--- config.mk ---
export PLATFORM = sky130hd
export DESIGN_NAME = i2cm_regfront
export DESIGN_NICKNAME = d
export VERILOG_FILES = /design/src/rtl/i2cm_pkg.sv /design/src/rtl/i2cm_decode.sv /design/src/rtl/i2cm_seq.sv /design/src/rtl/i2cm_regbank.sv /design/src/rtl/i2cm_regfront.sv
export SDC_FILE = /design/constraint.sdc
export NUM_CORES = 1
export LEC_CHECK = 0
export BUFFER_PORTS_ARGS = -buffer_cell sky130_fd_sc_hd__buf_2
export CAP_MARGIN = 10
export CORE_ASPECT_RATIO = 1.1
export CORE_MARGIN = 2
export CORE_UTILIZATION = 40
export CTS_CLUSTER_DIAMETER = 50
export CTS_CLUSTER_SIZE = 8
export DETAILED_ROUTE_END_ITERATION = 10
export PLACE_DENSITY = 0.64
export SETUP_SLACK_MARGIN = 0.5
export SYNTH_ARGS = -nofsm -noshare
export SYNTH_HDL_FRONTEND = slang
export SYNTH_SLANG_ARGS = --single-unit
--- constraint.sdc ---
create_clock -name clk -period 1.44 [get_ports clk]
set_input_delay 0.072 -clock clk [delete_from_list [all_inputs] [get_ports clk]]
set_output_delay 0.072 -clock clk [all_outputs]
set_load 0.01 [all_outputs]
--- src/rtl/i2cm_pkg.sv ---
package i2cm_pkg;

    localparam int unsigned BYTE_W = 8;
    localparam int unsigned OFFS_STRIDE = 4;

    localparam logic [BYTE_W-1:0] OWN_MASK = 8'hFE;
    localparam logic [BYTE_W-1:0] DIV_MASK = 8'h3F;
    localparam logic [BYTE_W-1:0] CTL_MASK = 8'hFC;
    localparam logic [BYTE_W-1:0] STS_MASK = 8'hED;
    localparam logic [BYTE_W-1:0] STS_INIT = 8'h81;
    localparam logic [BYTE_W-1:0] RX_FAIL  = 8'hFF;

    typedef enum logic [2:0] {
        SEL_OWN, SEL_DIV, SEL_CTL, SEL_STS, SEL_DAT, SEL_FLT, SEL_NONE
    } reg_sel_e;

    typedef enum logic [1:0] {
        OP_START = 2'd0,
        OP_SEND  = 2'd1,
        OP_RECV  = 2'd2,
        OP_STOP  = 2'd3
    } eng_op_e;

    typedef struct packed {
        logic en;
        logic ien;
        logic master;
        logic tx;
        logic txak;
        logic rsta;
        logic rsvd1;
        logic rsvd0;
    } ctl_t;

    typedef struct packed {
        logic xfer_done;
        logic slave_hit;
        logic bus_busy;
        logic arb_lost;
        logic rsvd3;
        logic slave_rw;
        logic pend;
        logic rx_nack;
    } sts_t;

    typedef struct packed {
        logic     wr;
        logic     rd;
        reg_sel_e sel;
    } cpu_acc_t;

    typedef struct packed {
        logic              vld;
        eng_op_e           op;
        logic [BYTE_W-1:0] data;
    } eng_req_t;

    function automatic reg_sel_e sel_of(input int unsigned off);
        reg_sel_e s;
        s = SEL_NONE;
        for (int i = 0; i < 6; i++) begin
            if (off == i * OFFS_STRIDE) s = reg_sel_e'(i);
        end
        return s;
    endfunction

endpackage

--- src/rtl/i2cm_decode.sv ---
module i2cm_decode
    import i2cm_pkg::*;
#(
    parameter int unsigned ADDR_W = 5
) (
    input  logic              sel,
    input  logic              we,
    input  logic [ADDR_W-1:0] addr,
    input  logic              ready,
    output cpu_acc_t          acc,
    output reg_sel_e          rsel
);
    logic take;

    always_comb begin
        rsel   = sel_of(int'(addr));
        take   = sel && ready;
        acc.wr = take && we;
        acc.rd = take && !we;
        acc.sel = rsel;
    end

endmodule

--- src/rtl/i2cm_seq.sv ---
module i2cm_seq
    import i2cm_pkg::*;
(
    input  logic              clk,
    input  logic              rst,
    input  eng_req_t          req,
    input  logic              done,
    output logic              cmd_vld,
    output eng_op_e           cmd_op,
    output logic [BYTE_W-1:0] cmd_byte,
    output logic              ready,
    output logic              rsp_vld
);
    logic busy_q;

    always_ff @(posedge clk) begin
        if (rst) begin
            cmd_vld  <= 1'b0;
            cmd_op   <= OP_START;
            cmd_byte <= '0;
            busy_q   <= 1'b0;
        end else begin
            cmd_vld <= req.vld;
            if (req.vld) begin
                cmd_op   <= req.op;
                cmd_byte <= req.data;
                busy_q   <= 1'b1;
            end else if (done) begin
                busy_q <= 1'b0;
            end
        end
    end

    assign ready   = !busy_q;
    assign rsp_vld = done && busy_q;

endmodule

--- src/rtl/i2cm_regbank.sv ---
module i2cm_regbank
    import i2cm_pkg::*;
(
    input  logic              clk,
    input  logic              rst,
    input  cpu_acc_t          acc,
    input  reg_sel_e          rsel,
    input  logic [BYTE_W-1:0] wdata,
    input  logic              rsp_vld,
    input  eng_op_e           rsp_op,
    input  logic              rsp_ack,
    input  logic [BYTE_W-1:0] rsp_byte,
    output logic [BYTE_W-1:0] rdata,
    output eng_req_t          req,
    output logic              irq,
    output ctl_t              ctl_q,
    output sts_t              sts_q,
    output logic [BYTE_W-1:0] own_q,
    output logic [BYTE_W-1:0] dat_q
);
    logic [BYTE_W-1:0] div_q;
    logic [BYTE_W-1:0] flt_q;
    logic              cyc_act_q;

    logic wr_ctl, soft_rst, ctl_norm, stop_on_ctl;
    logic wr_dat_go, rd_rx_go, nack_send;

    always_comb begin
        wr_ctl      = acc.wr && (acc.sel == SEL_CTL);
        soft_rst    = wr_ctl && ctl_q.en && !wdata[7];
        ctl_norm    = wr_ctl && !soft_rst;
        stop_on_ctl = ctl_norm && cyc_act_q && (!wdata[5] || wdata[2]);
        wr_dat_go   = acc.wr && (acc.sel == SEL_DAT) && ctl_q.en && ctl_q.master;
        rd_rx_go    = acc.rd && (acc.sel == SEL_DAT) && ctl_q.master && !ctl_q.tx;
        nack_send   = rsp_vld && (rsp_op == OP_SEND) && !rsp_ack;
    end

    always_comb begin
        req.vld  = 1'b0;
        req.op   = OP_STOP;
        req.data = '0;
        if (nack_send || stop_on_ctl) begin
            req.vld = 1'b1;
        end else if (wr_dat_go) begin
            req.vld  = 1'b1;
            req.op   = cyc_act_q ? OP_SEND : OP_START;
            req.data = wdata;
        end else if (rd_rx_go) begin
            req.vld = 1'b1;
            req.op  = OP_RECV;
        end
    end

    always_comb begin
        unique case (rsel)
            SEL_OWN: rdata = own_q;
            SEL_DIV: rdata = div_q;
            SEL_CTL: rdata = ctl_q;
            SEL_STS: rdata = sts_q;
            SEL_DAT: rdata = dat_q;
            SEL_FLT: rdata = flt_q;
            default: rdata = '0;
        endcase
    end

    assign irq = ctl_q.en && ctl_q.ien && sts_q.pend;

    always_ff @(posedge clk) begin
        if (rst) begin
            own_q     <= '0;
            div_q     <= '0;
            ctl_q     <= '0;
            sts_q     <= STS_INIT;
            dat_q     <= '0;
            flt_q     <= '0;
            cyc_act_q <= 1'b0;
        end else begin
            if (soft_rst) begin
                div_q     <= '0;
                ctl_q     <= '0;
                sts_q     <= STS_INIT;
                dat_q     <= '0;
                flt_q     <= '0;
                cyc_act_q <= 1'b0;
            end else if (ctl_norm) begin
                ctl_q          <= ctl_t'(wdata & CTL_MASK);
                sts_q.bus_busy <= wdata[5];
                if (stop_on_ctl) begin
                    cyc_act_q <= 1'b0;
                    if (wdata[5]) ctl_q.rsta <= 1'b0;
                end
            end

            if (acc.wr) begin
                unique case (acc.sel)
                    SEL_OWN: own_q <= wdata & OWN_MASK;
                    SEL_DIV: div_q <= wdata & DIV_MASK;
                    SEL_STS: sts_q <= sts_t'(wdata & STS_MASK);
                    SEL_DAT: if (ctl_q.en) dat_q <= wdata;
                    SEL_FLT: flt_q <= wdata;
                    default: ;
                endcase
            end

            if (rsp_vld) begin
                unique case (rsp_op)
                    OP_START, OP_SEND: begin
                        if (rsp_ack) begin
                            sts_q.rx_nack   <= 1'b0;
                            sts_q.xfer_done <= 1'b1;
                            sts_q.pend      <= 1'b1;
                            if (rsp_op == OP_START) cyc_act_q <= 1'b1;
                        end else begin
                            sts_q.rx_nack <= 1'b1;
                            if (rsp_op == OP_SEND) cyc_act_q <= 1'b0;
                        end
                    end
                    OP_RECV: begin
                        if (rsp_ack) begin
                            dat_q           <= rsp_byte;
                            sts_q.xfer_done <= 1'b1;
                            sts_q.pend      <= 1'b1;
                        end else begin
                            dat_q <= RX_FAIL;
                        end
                    end
                    default: ;
                endcase
            end
        end
    end

endmodule

--- src/rtl/i2cm_regfront.sv ---
module i2cm_regfront
    import i2cm_pkg::*;
#(
    parameter int unsigned ADDR_W = 5
) (
    input  logic              clk,
    input  logic              rst,
    input  logic              cpu_sel,
    input  logic              cpu_we,
    input  logic [ADDR_W-1:0] cpu_addr,
    input  logic [7:0]        cpu_wdata,
    output logic [7:0]        cpu_rdata,
    output logic              cpu_ready,
    output logic              eng_cmd_vld,
    output logic [1:0]        eng_cmd_op,
    output logic [7:0]        eng_cmd_byte,
    input  logic              eng_done,
    input  logic              eng_ack,
    input  logic [7:0]        eng_rx_byte,
    output logic              irq
);
    cpu_acc_t          acc;
    reg_sel_e          rsel;
    eng_req_t          req;
    eng_op_e           cur_op;
    logic              rsp_vld;
    ctl_t              ctl_vec;
    sts_t              sts_vec;
    logic [BYTE_W-1:0] own_vec;
    logic [BYTE_W-1:0] dat_vec;

    i2cm_decode #(.ADDR_W(ADDR_W)) u_dec (
        .sel   (cpu_sel),
        .we    (cpu_we),
        .addr  (cpu_addr),
        .ready (cpu_ready),
        .acc   (acc),
        .rsel  (rsel)
    );

    i2cm_seq u_seq (
        .clk      (clk),
        .rst      (rst),
        .req      (req),
        .done     (eng_done),
        .cmd_vld  (eng_cmd_vld),
        .cmd_op   (cur_op),
        .cmd_byte (eng_cmd_byte),
        .ready    (cpu_ready),
        .rsp_vld  (rsp_vld)
    );

    assign eng_cmd_op = cur_op;

    i2cm_regbank u_regs (
        .clk      (clk),
        .rst      (rst),
        .acc      (acc),
        .rsel     (rsel),
        .wdata    (cpu_wdata),
        .rsp_vld  (rsp_vld),
        .rsp_op   (cur_op),
        .rsp_ack  (eng_ack),
        .rsp_byte (eng_rx_byte),
        .rdata    (cpu_rdata),
        .req      (req),
        .irq      (irq),
        .ctl_q    (ctl_vec),
        .sts_q    (sts_vec),
        .own_q    (own_vec),
        .dat_q    (dat_vec)
    );

endmodule

# --- After elaboration in Yosys (flattened, before gate mapping) ---
# Index checks and enable logic that the tools add are counted.
totals:
  ff_bits: 58
  input_bits: 27
  output_inout_bits: 21
  word_cells: 124
classes:
  n_eq_ne: 12
  muxes: 52
  reduce_logical: 37
ops:
  columns: ["operator", "n"]
  rows:
  - ["8-bit two-way mux", 16]
  - ["8-bit one-hot mux with 6 select lines", 1]
  - ["3-bit two-way mux", 8]
  - ["1-bit two-way mux", 23]
  - ["1-bit logical AND", 20]
  - ["5-bit by 4-bit == test with 1-bit output (second input constant)", 2]
  - ["5-bit == test (second input constant)", 2]
  - ["10-bit two-way mux", 1]
  - ["1-bit zero test", 7]
  - ["3-bit by 2-bit == test with 1-bit output (second input constant)", 2]
  - ["3-bit == test (second input constant)", 2]
  - ["5-bit by 3-bit == test with 1-bit output (second input constant)", 1]
  - ["5-bit zero test", 1]
  - ["5-bit two-way mux", 1]
  - ["2-bit two-way mux", 2]
  - ["2-bit OR reduction", 2]
  - ["3-bit by 1-bit == test with 1-bit output (second input constant)", 1]
  - ["3-bit zero test", 1]
  - ["3-bit OR reduction", 1]
  - ["2-bit by 1-bit == test with 1-bit output (second input constant)", 1]
  - ["2-bit == test (second input constant)", 1]
  - ["2-bit zero test", 1]
  - ["1-bit logical OR", 2]
  - ["2-bit AND reduction", 1]
  - ["2-bit nonzero test", 1]

# --- Depth between registers and ports, before layout ---
# Gate-level depths: netlist of run 1.
logic_depth:
  word_depth: 22
  depth_mapped: 7
  depth_no_buf: 4

# --- Modules after synthesis ---
# From an unflattened synthesis of run 1, not the netlist that was laid out.
hier_totals:
  hier_cells: 324
  area_unflattened_um2: 2869.0
by_module_without_submodules:
  columns: ["module", "n_inst", "cells_per_inst", "area_each_um2", "seq_area_each_um2"]
  rows:
  - ["i2cm_regbank", 1, 274, 2378.5, 920.9]
  - ["i2cm_seq", 1, 40, 422.9, 240.2]
  - ["i2cm_decode", 1, 10, 67.6, 0.0]

# --- Least setup slack after synthesis of run 1 ---
# OpenSTA, ideal clock, no wires.
synth_timing:
  path_type: "register -> register"
  startpoint: "reg u_regs.ctl_q[7] in the netlist's numbering"
  endpoint: "reg u_seq.cmd_byte[0]"
  setup_ns: 0.101
  arrival_ns: 1.436
  required_time_ns: 1.339
  setup_slack_ns: -0.097
  path_stages_with_launch: 7
  n_path_buf: 2
  period_less_slack_ns: 1.537
  path_cell_list: "dfxtp_1 clkbuf_1 nand2b_1 buf_2 o211ai_1 o211ai_2 o41ai_1"
synth_between:
  elab_chain_len: 8
  word_cells_on_any_way: 13
  classes_between: "mux: 4; reduce/logical: 9"
synth_rtl:
  columns: ["element", "line_no", "rtl"]
  rows:
  - ["from (decl)", "i2cm_regbank.sv:16", "output ctl_t ctl_q,"]
  - ["from (signal assigned)", "i2cm_regbank.sv:86", "ctl_q <= ctl_t'(wdata & CTL_MASK);"]
  - ["1-bit logical AND (2 in a row)", "i2cm_regbank.sv:30", "soft_rst = wr_ctl && ctl_q.en && !wdata[7];"]
  - ["1-bit zero test", "i2cm_regbank.sv:31", "ctl_norm = wr_ctl && !soft_rst;"]
  - ["1-bit logical AND", "i2cm_regbank.sv:31", null]
  - ["1-bit logical AND (2 in a row)", "i2cm_regbank.sv:32", "stop_on_ctl = ctl_norm && cyc_act_q && (!wdata[5] || wdata[2]);"]
  - ["1-bit logical OR", "i2cm_regbank.sv:42", "if (nack_send || stop_on_ctl) begin"]
  - ["10-bit two-way mux / 1-bit two-way mux (equally long branches)", "i2cm_regbank.sv:42", null]
  - ["to (signal assigned)", "i2cm_seq.sv:26", "cmd_byte <= req.data;"]
  - ["to (decl)", "i2cm_seq.sv:10", "output logic [BYTE_W-1:0] cmd_byte,"]
# Several ways; a longest one is shown, not always the timed one.
# A chain may end at the register's enable or synchronous reset.

# --- Worst setup path after layout of run 1 ---
layout_timing:
  startpoint: "in cpu_addr[4]"
  endpoint: "out cpu_rdata[4]"
layout_between:
  elab_chain_len: 9
  word_cells_on_any_way: 19
  classes_between: "eq/ne: 10; mux: 7; reduce/logical: 2"
layout_rtl:
  columns: ["element", "line_no", "rtl"]
  rows:
  - ["from (decl)", "i2cm_regfront.sv:10", "input logic [ADDR_W-1:0] cpu_addr,"]
  - ["5-bit zero test", "i2cm_pkg.sv:62", "if (off == i * OFFS_STRIDE) s = reg_sel_e'(i);"]
  - ["3-bit two-way mux (5 in a row)", "i2cm_pkg.sv:62", null]
  - ["3-bit two-way mux (*)", "i2cm_pkg.sv:62", null]
  - ["3-bit == test, or another cell as far along", "i2cm_regbank.sv:55", "unique case (rsel)"]
  - ["8-bit one-hot mux with 6 select lines (*)", "i2cm_regbank.sv:55", null]
  - ["to (decl)", "i2cm_regfront.sv:12", "output logic [7:0] cpu_rdata,"]
# Mark *: on every way between the ends. The rest lies on a longest branch, timed or not.

==> results of run 1 <==
==> through the flow <==
step                TNS (ns)  util, %  hold WS, ns  instance area, µm²  setup slack (ns)
CTS                   -0.156     62.7      0.00115                4320           -0.0480
finish                -0.171     65.0       0.0197                4470           -0.0361
global route           -2.01     65.0       0.0312                4470           -0.0897
floorplan                  0        -        0.181                2940            0.0456
detailed placement     -3.21     51.4        0.322                3540            -0.208
global placement       -2.66     51.4        0.317                3540            -0.144
==> timing repair <==
action / in CTS / in global routing
hold buffers: 2 / 0
endpoints found under the setup margin: 70 / 69
gates resized for setup: 91 / 31
endpoints found under the hold margin: 2 / 0
gates cloned: 2 / 0
pin swaps: 45 / 32
buffers inserted: 19 / 4
==> final timing paths <==
path                endpoint  depth (start not counted)
max reg2reg  u_regs.dat_q[6]                          6
min reg2reg  u_regs.flt_q[1]                          2
max             cpu_rdata[4]                          6
min          u_regs.dat_q[4]                          3
==> power groups by stage <==
stage	clock, mW	sequential, mW	combinational [mW]
CTS	1.59	1.61	0.344
floorplan	0	1.65	0.126
finish	1.58	1.61	0.378
global route	1.63	1.61	0.395
detailed placement	0	1.65	0.277
global placement	0	1.65	0.273
==> placed cells by master (no fill, tap or decap), types with 3 or more instances in the layout <==
cell,count
buf_6,32
nor3b_1,3
nor2_4,3
o21ai_1,10
clkbuf_8,12
o41ai_2,8
nand2_1,28
nor2b_1,3
o22ai_1,5
a22oi_1,21
a31oi_1,6
a22o_1,7
nand4_1,3
o21a_1,3
o22ai_2,3
a21oi_2,7
mux2_2,3
nor3_4,3
inv_1,16
nor2_1,15
dfxtp_4,3
mux2i_1,10
buf_2,40
a21oi_1,6
dfxtp_1,54
nand3_1,18
buf_4,46
nand3_2,5
a22oi_2,3
nand2_2,7
==> final cells by class <==
cell class | instances | area, µm²
clock buffers | 13 | 169
clock inverters | 2 | 35.0
fillers | 547 | 2410
inverters | 17 | 63.8
multi-input cells | 230 | 1900
flip-flops and latches | 58 | 1170
well taps | 85 | 106
repair buffers | 125 | 1020
==> flip-flops by register name (all words and copies together), names as in the netlist <==
name,count
u_seq.cmd_vld,1
u_regs.sts_q,8
u_regs.ctl_q,6
u_seq.busy_q,1
u_regs.own_q,7
u_regs.div_q,8
u_seq.cmd_op,2
u_seq.cmd_byte,8
u_regs.cyc_act_q,1
u_regs.flt_q,8
u_regs.dat_q,8
==> cell families after synthesis <==
kind of cell | synth area share [%]
flip-flops | 41.4
AND/OR/NAND/NOR | 22.8
buffers and inverters | 5.31
AO/OA/AOI/OAI | 25.7
multiplexers | 4.77
==> routing by layer <==
layer  up-vias  track usage [%]  wire length [µm]
met5         -                0                 0
met4         0             15.6               463
met3        33             6.03               646
met2       141             44.5              5020
met1      1516             32.7              4240
li1       1455                -                 -
==> worst max-delay path, delay by kind of cell <==
family	cells	cell delay (ns)
buffers and inverters	2	0.22
and+or+nand+nor	3	0.94
AOI/OAI and AO/OA	1	0.17
==> results.yml, run 1 <==
status:
  run_status: "finished with violations"
  violations: "setup timing"
critical_path:
  worstSetupPathType: "input port to primary output"
  critical_path_required_ns: 1.37
  r2r-start: "u_seq.busy_q"
  slowest_delay_ns: 0.61
  crit_chain: "buf_6, or4b_4, nor2_4, a22oi_1, nand3_1, buf_2"
  cp_slowest_cell: "or4b_4"
  critPathLaunchType: "input port"
  regToRegSetupSlack_ns: -0.01
  cp-startpoint: "cpu_addr[4]"
  endpoint_kind: "primary output"
  worst-endpoint-arrival_ns: 1.40
  path_max_fanout: 7
sta:
  period_minus_slack_ns: 1.48
  finClkSkew_ns: 0.00863
  finalCritPeriodShare_pct: 103
  final_hold_viol_count: 0
  tightest_slew_ns: 0.503
  finalSetupViolCount: 15
  relSlewSlack_pct: 66.5
  drv_slew: 0
  fmax_mhz: 677
  setup_slack_ns: -0.0361
  grt_setup_unrepaired: "yes"
logic_synthesis:
  synth-edff-count: 0
  yosysWarnings: 0
  synth_top_cells_by_count: "58 x dfxtp_1, 36 x nand2_1, 25 x nand3_1"
  syn_area_um2: 2800
  synth-seq-cells: 58
  yosys.cell_types.count: 54
  synth_top_area_share_pct: 41.4
  post-synth-top-count-cell: "dfxtp_1"
  ys_async_sr_fraction_pct: 0
  post-synth-top-area-cell: "dfxtp_1"
  ys_top_cells_by_area: "dfxtp_1 41%, a22oi_1 6.4%, nand2_1 4.8%"
  synth_flop_cell: "dfxtp_1"
  seq_area_frac_synth_pct: 41.4
  syn-instance-count: 326
  synth_nets: 353
  avgSynthCellArea_um2: 8.60
pwr:
  clkPwrFrac_pct: 44.3
  seqPwrFrac_pct: 45.1
  pwr-share-comb_pct: 10.6
  power_mw: 3.57
  swShare_pct: 24.6
  power_density_nw_per_um2: 798
  p_int_mw: 2.69
  max-vdd-ir-drop_uv: 432
  power_leakage_nw: 1.85
  switchingPower_mw: 0.877
placement:
  gp_congestion: 0.904
  numPlacedInstances: 488
  dp_hpwl_um: 6710
  portBuffers: 47
routing:
  drt_iter0_drc: 225
  vias_per_cell: 5.93
  wl_um: 10400
  antenna_left: 0
  dr.pass1.iters: 6
  post_drt_wl_per_cell_um: 19.6
  route.detailed.drc: 0
  vias: 3145
grt:
  antenna_found_initial: 0
  grt_first_pass_wirelength_um: 16000
  grt.overflow.total: 0
  globalRouteTotalUtil_pct: 27.1
  grt_max_degree: 21
  grt_pass1_vias: 3053
clocking:
  cts_tree: "yes"
  root_buffer: "clkbuf_8"
  cts.sinks: 58
  htree_levels: 3
  cts_buffer_depth: 2
  numCtsBuffers: 9
  insertion_delay_ns: 0.34
  clkSlewWorstSetupHoldPaths_ns: 0.06
floorplan:
  dieArea_um2: 7700
  fp.dieW_um: 83.8
  die_h_um: 91.8
  initial_core_util_pct: 40.7
  ios: 48
  row_count: 32
  core_area_um2: 6890
run:
  drv_cap: 0
hold_path:
  worstHoldStart: "eng_rx_byte[4]"
  hold_class: "input port to register"
cells_and_area:
  antennaDiodeCount: 0
  syn2layout_area_growth_pct: 59.5
  post_route_cells_drive_above_1_share_pct: 48.5
  instances_no_fill: 530
  nets: 468
(Power assumes the default switching activity.)
==> inputs of run 2 (changes only) <==
clock period = 1.3 ns   (was 1.44 ns; I/O delays follow)
==> results.yml, run 2 (same netlist as run 1, synthesis figures left out) <==
critical_path:
  crit_chain: "buf_6, nor4b_4, nand4_1, buf_4, o211a_1, a31oi_1"
  worst-endpoint-arrival_ns: 1.80
  endpoint_kind: "register"
  r2r_cells: 6
  r2r-start: "u_seq.busy_q"
  slowest_delay_ns: 0.39
  r2r-end: "u_seq.busy_q"
  critical_path_required_ns: 1.57
  path_max_fanout: 8
  regToRegSetupSlack_ns: -0.23
  worstSetupPathType: "register to register"
  critPathLaunchType: "register"
  cp_slowest_cell: "dfxtp_4"
  cp-startpoint: "u_seq.busy_q"
sta:
  drv_slew: 0
  setup_slack_ns: -0.231
  final_hold_viol_count: 0
  tightest_slew_ns: 0.515
  finClkSkew_ns: 0.0103
  period_minus_slack_ns: 1.53
  finalSetupViolCount: 65
  grt_setup_unrepaired: "yes"
  finalCritPeriodShare_pct: 118
  relSlewSlack_pct: 65.7
  fmax_mhz: 653
cells_and_area:
  nets: 481
  antennaDiodeCount: 0
  final_cell_mix: "55 x buf_4, 46 x dfxtp_1, 38 x buf_6"
  post_route_cells_drive_above_1_share_pct: 56.2
  syn2layout_area_growth_pct: 71.8
  final_common_cell: "buf_4"
routing:
  vias: 3276
  route.detailed.drc: 0
  wl_um: 11700
  vias_per_cell: 6.04
  post_drt_wl_per_cell_um: 21.6
  antenna_left: 0
  drt_iter0_drc: 308
  dr.pass1.iters: 4
status:
  run_status: "finished with violations"
  violations: "setup timing"
grt:
  antenna_found_initial: 0
  grt_first_pass_wirelength_um: 16800
  globalRouteTotalUtil_pct: 28.4
  grt.overflow.total: 0
  grt_max_degree: 27
  grt_pass1_vias: 3208
floorplan:
  dieArea_um2: 7700
  die_h_um: 91.8
  ios: 48
  fp.dieW_um: 83.8
  core_area_um2: 6890
  initial_core_util_pct: 40.7
  row_count: 32
clocking:
  clkSlewWorstSetupHoldPaths_ns: 0.07
  numCtsBuffers: 9
  cts_tree: "yes"
  root_buffer: "clkbuf_8"
  cts_buffer_depth: 2
  insertion_delay_ns: 0.35
  htree_levels: 3
  cts.sinks: 58
pwr:
  max-vdd-ir-drop_uv: 681
  power_mw: 3.94
  power_leakage_nw: 1.96
  power_density_nw_per_um2: 817
placement:
  gp_congestion: 0.903
  dp_slack_ns: -0.282
  dp_hpwl_um: 6790
  portBuffers: 47
hold_path:
  hold_path_end: "u_regs.flt_q[0]"
  hold_class: "input port to register"
  worstHoldStart: "cpu_wdata[0]"
  holdPathStages: 3
run:
  drv_cap: 0
run 2: changes by cell type in the layout (fill, tap and decap cells not counted), sizes merged:
cell	delta
clkbuf	-2
dlygate4sd3	+1
clkinv	+1
buf	+12
run 2: repair_timing:
item                                   4_1_cts  5_1_grt
hold buffers                                 3        0
endpoints found under the hold margin        3        0
pin swaps                                   45       40
setup endpoints to repair                   79       79
gates resized for setup                    109       51
cloned                                       2        0
setup buffers                               15        8
run 2: cell type report:
cell class	count	area [µm²]
clock buffers	11	151
fillers	492	2070
flip-flops and latches	58	1190
well taps	85	106
clock inverters	3	40.0
multi-input cells	230	2050
repair buffers	138	1210
inverters	17	63.8
run 2: power breakdown:
group          total [mW]  internal (mW)  switching, mW
sequential           1.78           1.78        0.00571
clock                1.70          0.961          0.734
combinational       0.459          0.195          0.263
run 2: metal layers:
metal | vias to the layer above | track usage [%] | wire (µm)
met5 | - | 0 | 0
met4 | 0 | 16.4 | 728
met3 | 59 | 3.87 | 837
met2 | 154 | 48.0 | 5760
met1 | 1588 | 34.4 | 4390
li1 | 1475 | - | -
run 2: how the worst max path moves through the flow:
| stage | endpoint | slack (ns) | cells after the start |
|---|---|---|---|
| 2_1_floorplan | u_seq.cmd_byte[0] | -0.09 | 6 |
| 3_3_place_gp | u_seq.cmd_vld | -0.27 | 7 |
| 3_5_place_dp | u_seq.busy_q | -0.28 | 7 |
| 4_1_cts | cpu_rdata[4] | -0.19 | 7 |
| 5_1_grt | u_regs.sts_q[3] | -0.31 | 6 |
| 6_report | u_seq.busy_q | -0.23 | 6 |
run 2: critical path: cells and delay by family (launching register included):
kind	cells	cell delay, ns
buf+inv	2	0.34
compound gates	2	0.28
simple gates	2	0.44
flops	1	0.39
run 2: through the flow:
stage,utilization [%],hold slack (ns),area [µm²],TNS (ns),cells
global route,69.9,0.0604,4820,-11.91,542
detailed placement,53.3,0.330,3670,-13.14,500
finish,69.9,0.0611,4820,-8.71,542
CTS,65.4,0.0369,4500,-5.79,534
global placement,53.3,0.312,3670,-12.42,500
floorplan,-,0.174,2960,-2.08,326
==> inputs of run 3 (changes only) <==
--- a/config.mk
+++ b/config.mk
@@ -6,5 +6,4 @@
 export NUM_CORES = 1
 export LEC_CHECK = 0
-export BUFFER_PORTS_ARGS = -buffer_cell sky130_fd_sc_hd__buf_2
 export CAP_MARGIN = 10
 export CORE_ASPECT_RATIO = 1.1
@@ -14,6 +13,8 @@
 export CTS_CLUSTER_SIZE = 8
 export DETAILED_ROUTE_END_ITERATION = 10
-export PLACE_DENSITY = 0.64
+export DONT_BUFFER_PORTS = 1
+export PLACE_DENSITY = 0.58
 export SETUP_SLACK_MARGIN = 0.5
+export SKIP_CTS_REPAIR_TIMING = 1
 export SYNTH_ARGS = -nofsm -noshare
 export SYNTH_HDL_FRONTEND = slang
==> constraint.sdc (replaced) <==
create_clock -name clk -period 1.3 [get_ports clk]
set_input_delay 0.065 -clock clk [delete_from_list [all_inputs] [get_ports clk]]
set_output_delay 0.065 -clock clk [all_outputs]
set_load 0.02 [all_outputs]
==> results.yml, run 3 (same netlist as run 1, synthesis figures left out) <==
cells_and_area:
  antennaDiodeCount: 0
  post-route-util_pct: 61.6
  fillers: 601
  fin_area_um2: 4240
  post_route_cells_drive_above_1_share_pct: 41.9
  final_common_cell: "dfxtp_1"
  instances_no_fill: 486
  final_cell_mix: "46 x dfxtp_1, 38 x buf_4, 28 x nand2_1"
  nets: 423
  syn2layout_area_growth_pct: 51.4
clocking:
  clkSlewWorstSetupHoldPaths_ns: 0.06
  htree_levels: 3
  cts.sinks: 58
  insertion_delay_ns: 0.35
  cts_tree: "yes"
  root_buffer: "clkbuf_8"
  numCtsBuffers: 9
  cts_buffer_depth: 2
placement:
  placed_area_um2: 3430
  dp_slack_ns: -0.261
  dp_hpwl_um: 6420
  gp_congestion: 0.821
  portBuffers: 0
  numPlacedInstances: 446
sta:
  finalCritPeriodShare_pct: 114
  timing.hold.ws_ns: -0.219
  tightest_slew_ns: 0.467
  finClkSkew_ns: 0.00649
  relSlewSlack_pct: 68.8
  grt_setup_unrepaired: "yes"
  final_hold_viol_count: 44
  drv_slew: 0
  fmax_mhz: 677
  finalSetupViolCount: 56
  setup_slack_ns: -0.177
  period_minus_slack_ns: 1.48
floorplan:
  initial_core_util_pct: 40.7
  row_count: 32
  fp.dieW_um: 83.8
  die_h_um: 91.8
  dieArea_um2: 7700
  ios: 48
  core_area_um2: 6890
critical_path:
  crit_buf_inv: 3
  critical_path_required_ns: 1.57
  crit_chain: "nand3b_1, buf_6, buf_12, nor4_4, buf_6, nand2_1, o21ai_1"
  slowest_delay_ns: 0.37
  critPathTopFamily: "buffers and inverters"
  worstSetupPathType: "register to register"
  crit_top_cell: "buf_6"
  path_max_fanout: 8
  critPathLaunchType: "register"
  cp_slowest_cell: "dfxtp_4"
  endpoint_kind: "register"
  worst-endpoint-arrival_ns: 1.75
status:
  run_status: "finished with violations"
  violations: "hold timing, setup timing"
pwr:
  power_density_nw_per_um2: 856
  max-vdd-ir-drop_uv: 562
  power_leakage_nw: 1.69
routing:
  vias_per_cell: 6.03
  post_drt_wl_per_cell_um: 20.5
  antenna_left: 0
  drt_iter0_drc: 213
  route.detailed.drc: 0
  wl_um: 9940
  dr.pass1.iters: 5
  vias: 2930
run:
  drv_cap: 0
grt:
  grt_pass1_vias: 2578
  grt_first_pass_wirelength_um: 13600
  grt.overflow.total: 0
  globalRouteTotalUtil_pct: 23.2
  grt_max_degree: 42
  antenna_found_initial: 0
hold_path:
  hold_class: "input port to register"
==> run 3: layer usage <==
layer  up-vias  GRT usage (%)  wire length (µm)
met5         -              0                 0
met4         0           11.2               374
met3        28           4.95               558
met2       123           37.1              4840
met1      1414           29.6              4170
li1       1365              -                 -
==> run 3: power breakdown <==
part	switching [mW]	total, mW	internal (mW)
clock	0.697	1.58	0.881
combinational	0.146	0.269	0.123
sequential	0.00566	1.78	1.78
total	0.849	3.63	2.78
==> run 3: final timing paths <==
check                       start              end  slack [ns]  depth (start not counted)
setup reg to reg     u_seq.busy_q  u_regs.flt_q[5]       -0.18                          7
setup / recovery     u_seq.busy_q  u_regs.flt_q[5]       -0.18                          7
hold / removal                rst  u_regs.own_q[2]       -0.22                          1
hold reg to reg   u_regs.flt_q[2]  u_regs.flt_q[2]        0.46                          2
==> run 3: worst reg2reg max path: cells and delay by family, from the launching register on <==
| family | cells | cell delay [ns] |
|---|---|---|
| flip-flops | 1 | 0.37 |
| AND/OR/NAND/NOR | 3 | 0.47 |
| AO/OA/AOI/OAI | 1 | 0.09 |
| buffers and inverters | 3 | 0.49 |
==> run 3: layout make-up <==
| type | count | area [µm²] | share of cell area [%] |
|---|---|---|---|
| flip-flops and latches | 58 | 1180 | 27.9 |
| multi-input cells | 230 | 1900 | 44.8 |
| inverters | 17 | 66.3 | 1.56 |
| well taps | 85 | 106 | 2.51 |
| clock buffers | 13 | 139 | 3.27 |
| repair buffers | 80 | 808 | 19.0 |
| clock inverters | 3 | 40.0 | 0.943 |
==> run 3: per-stage QoR <==
stage | total power [mW] | hold WS [ns] | setup TNS [ns]
finish | 3.63 | -0.219 | -4.20
global route | 3.76 | -0.239 | -7.32
detailed placement | 1.99 | 0.134 | -8.24
CTS | 3.57 | -0.234 | -7.35
global placement | 1.99 | 0.137 | -7.18
floorplan | 1.97 | 0.174 | -1.82
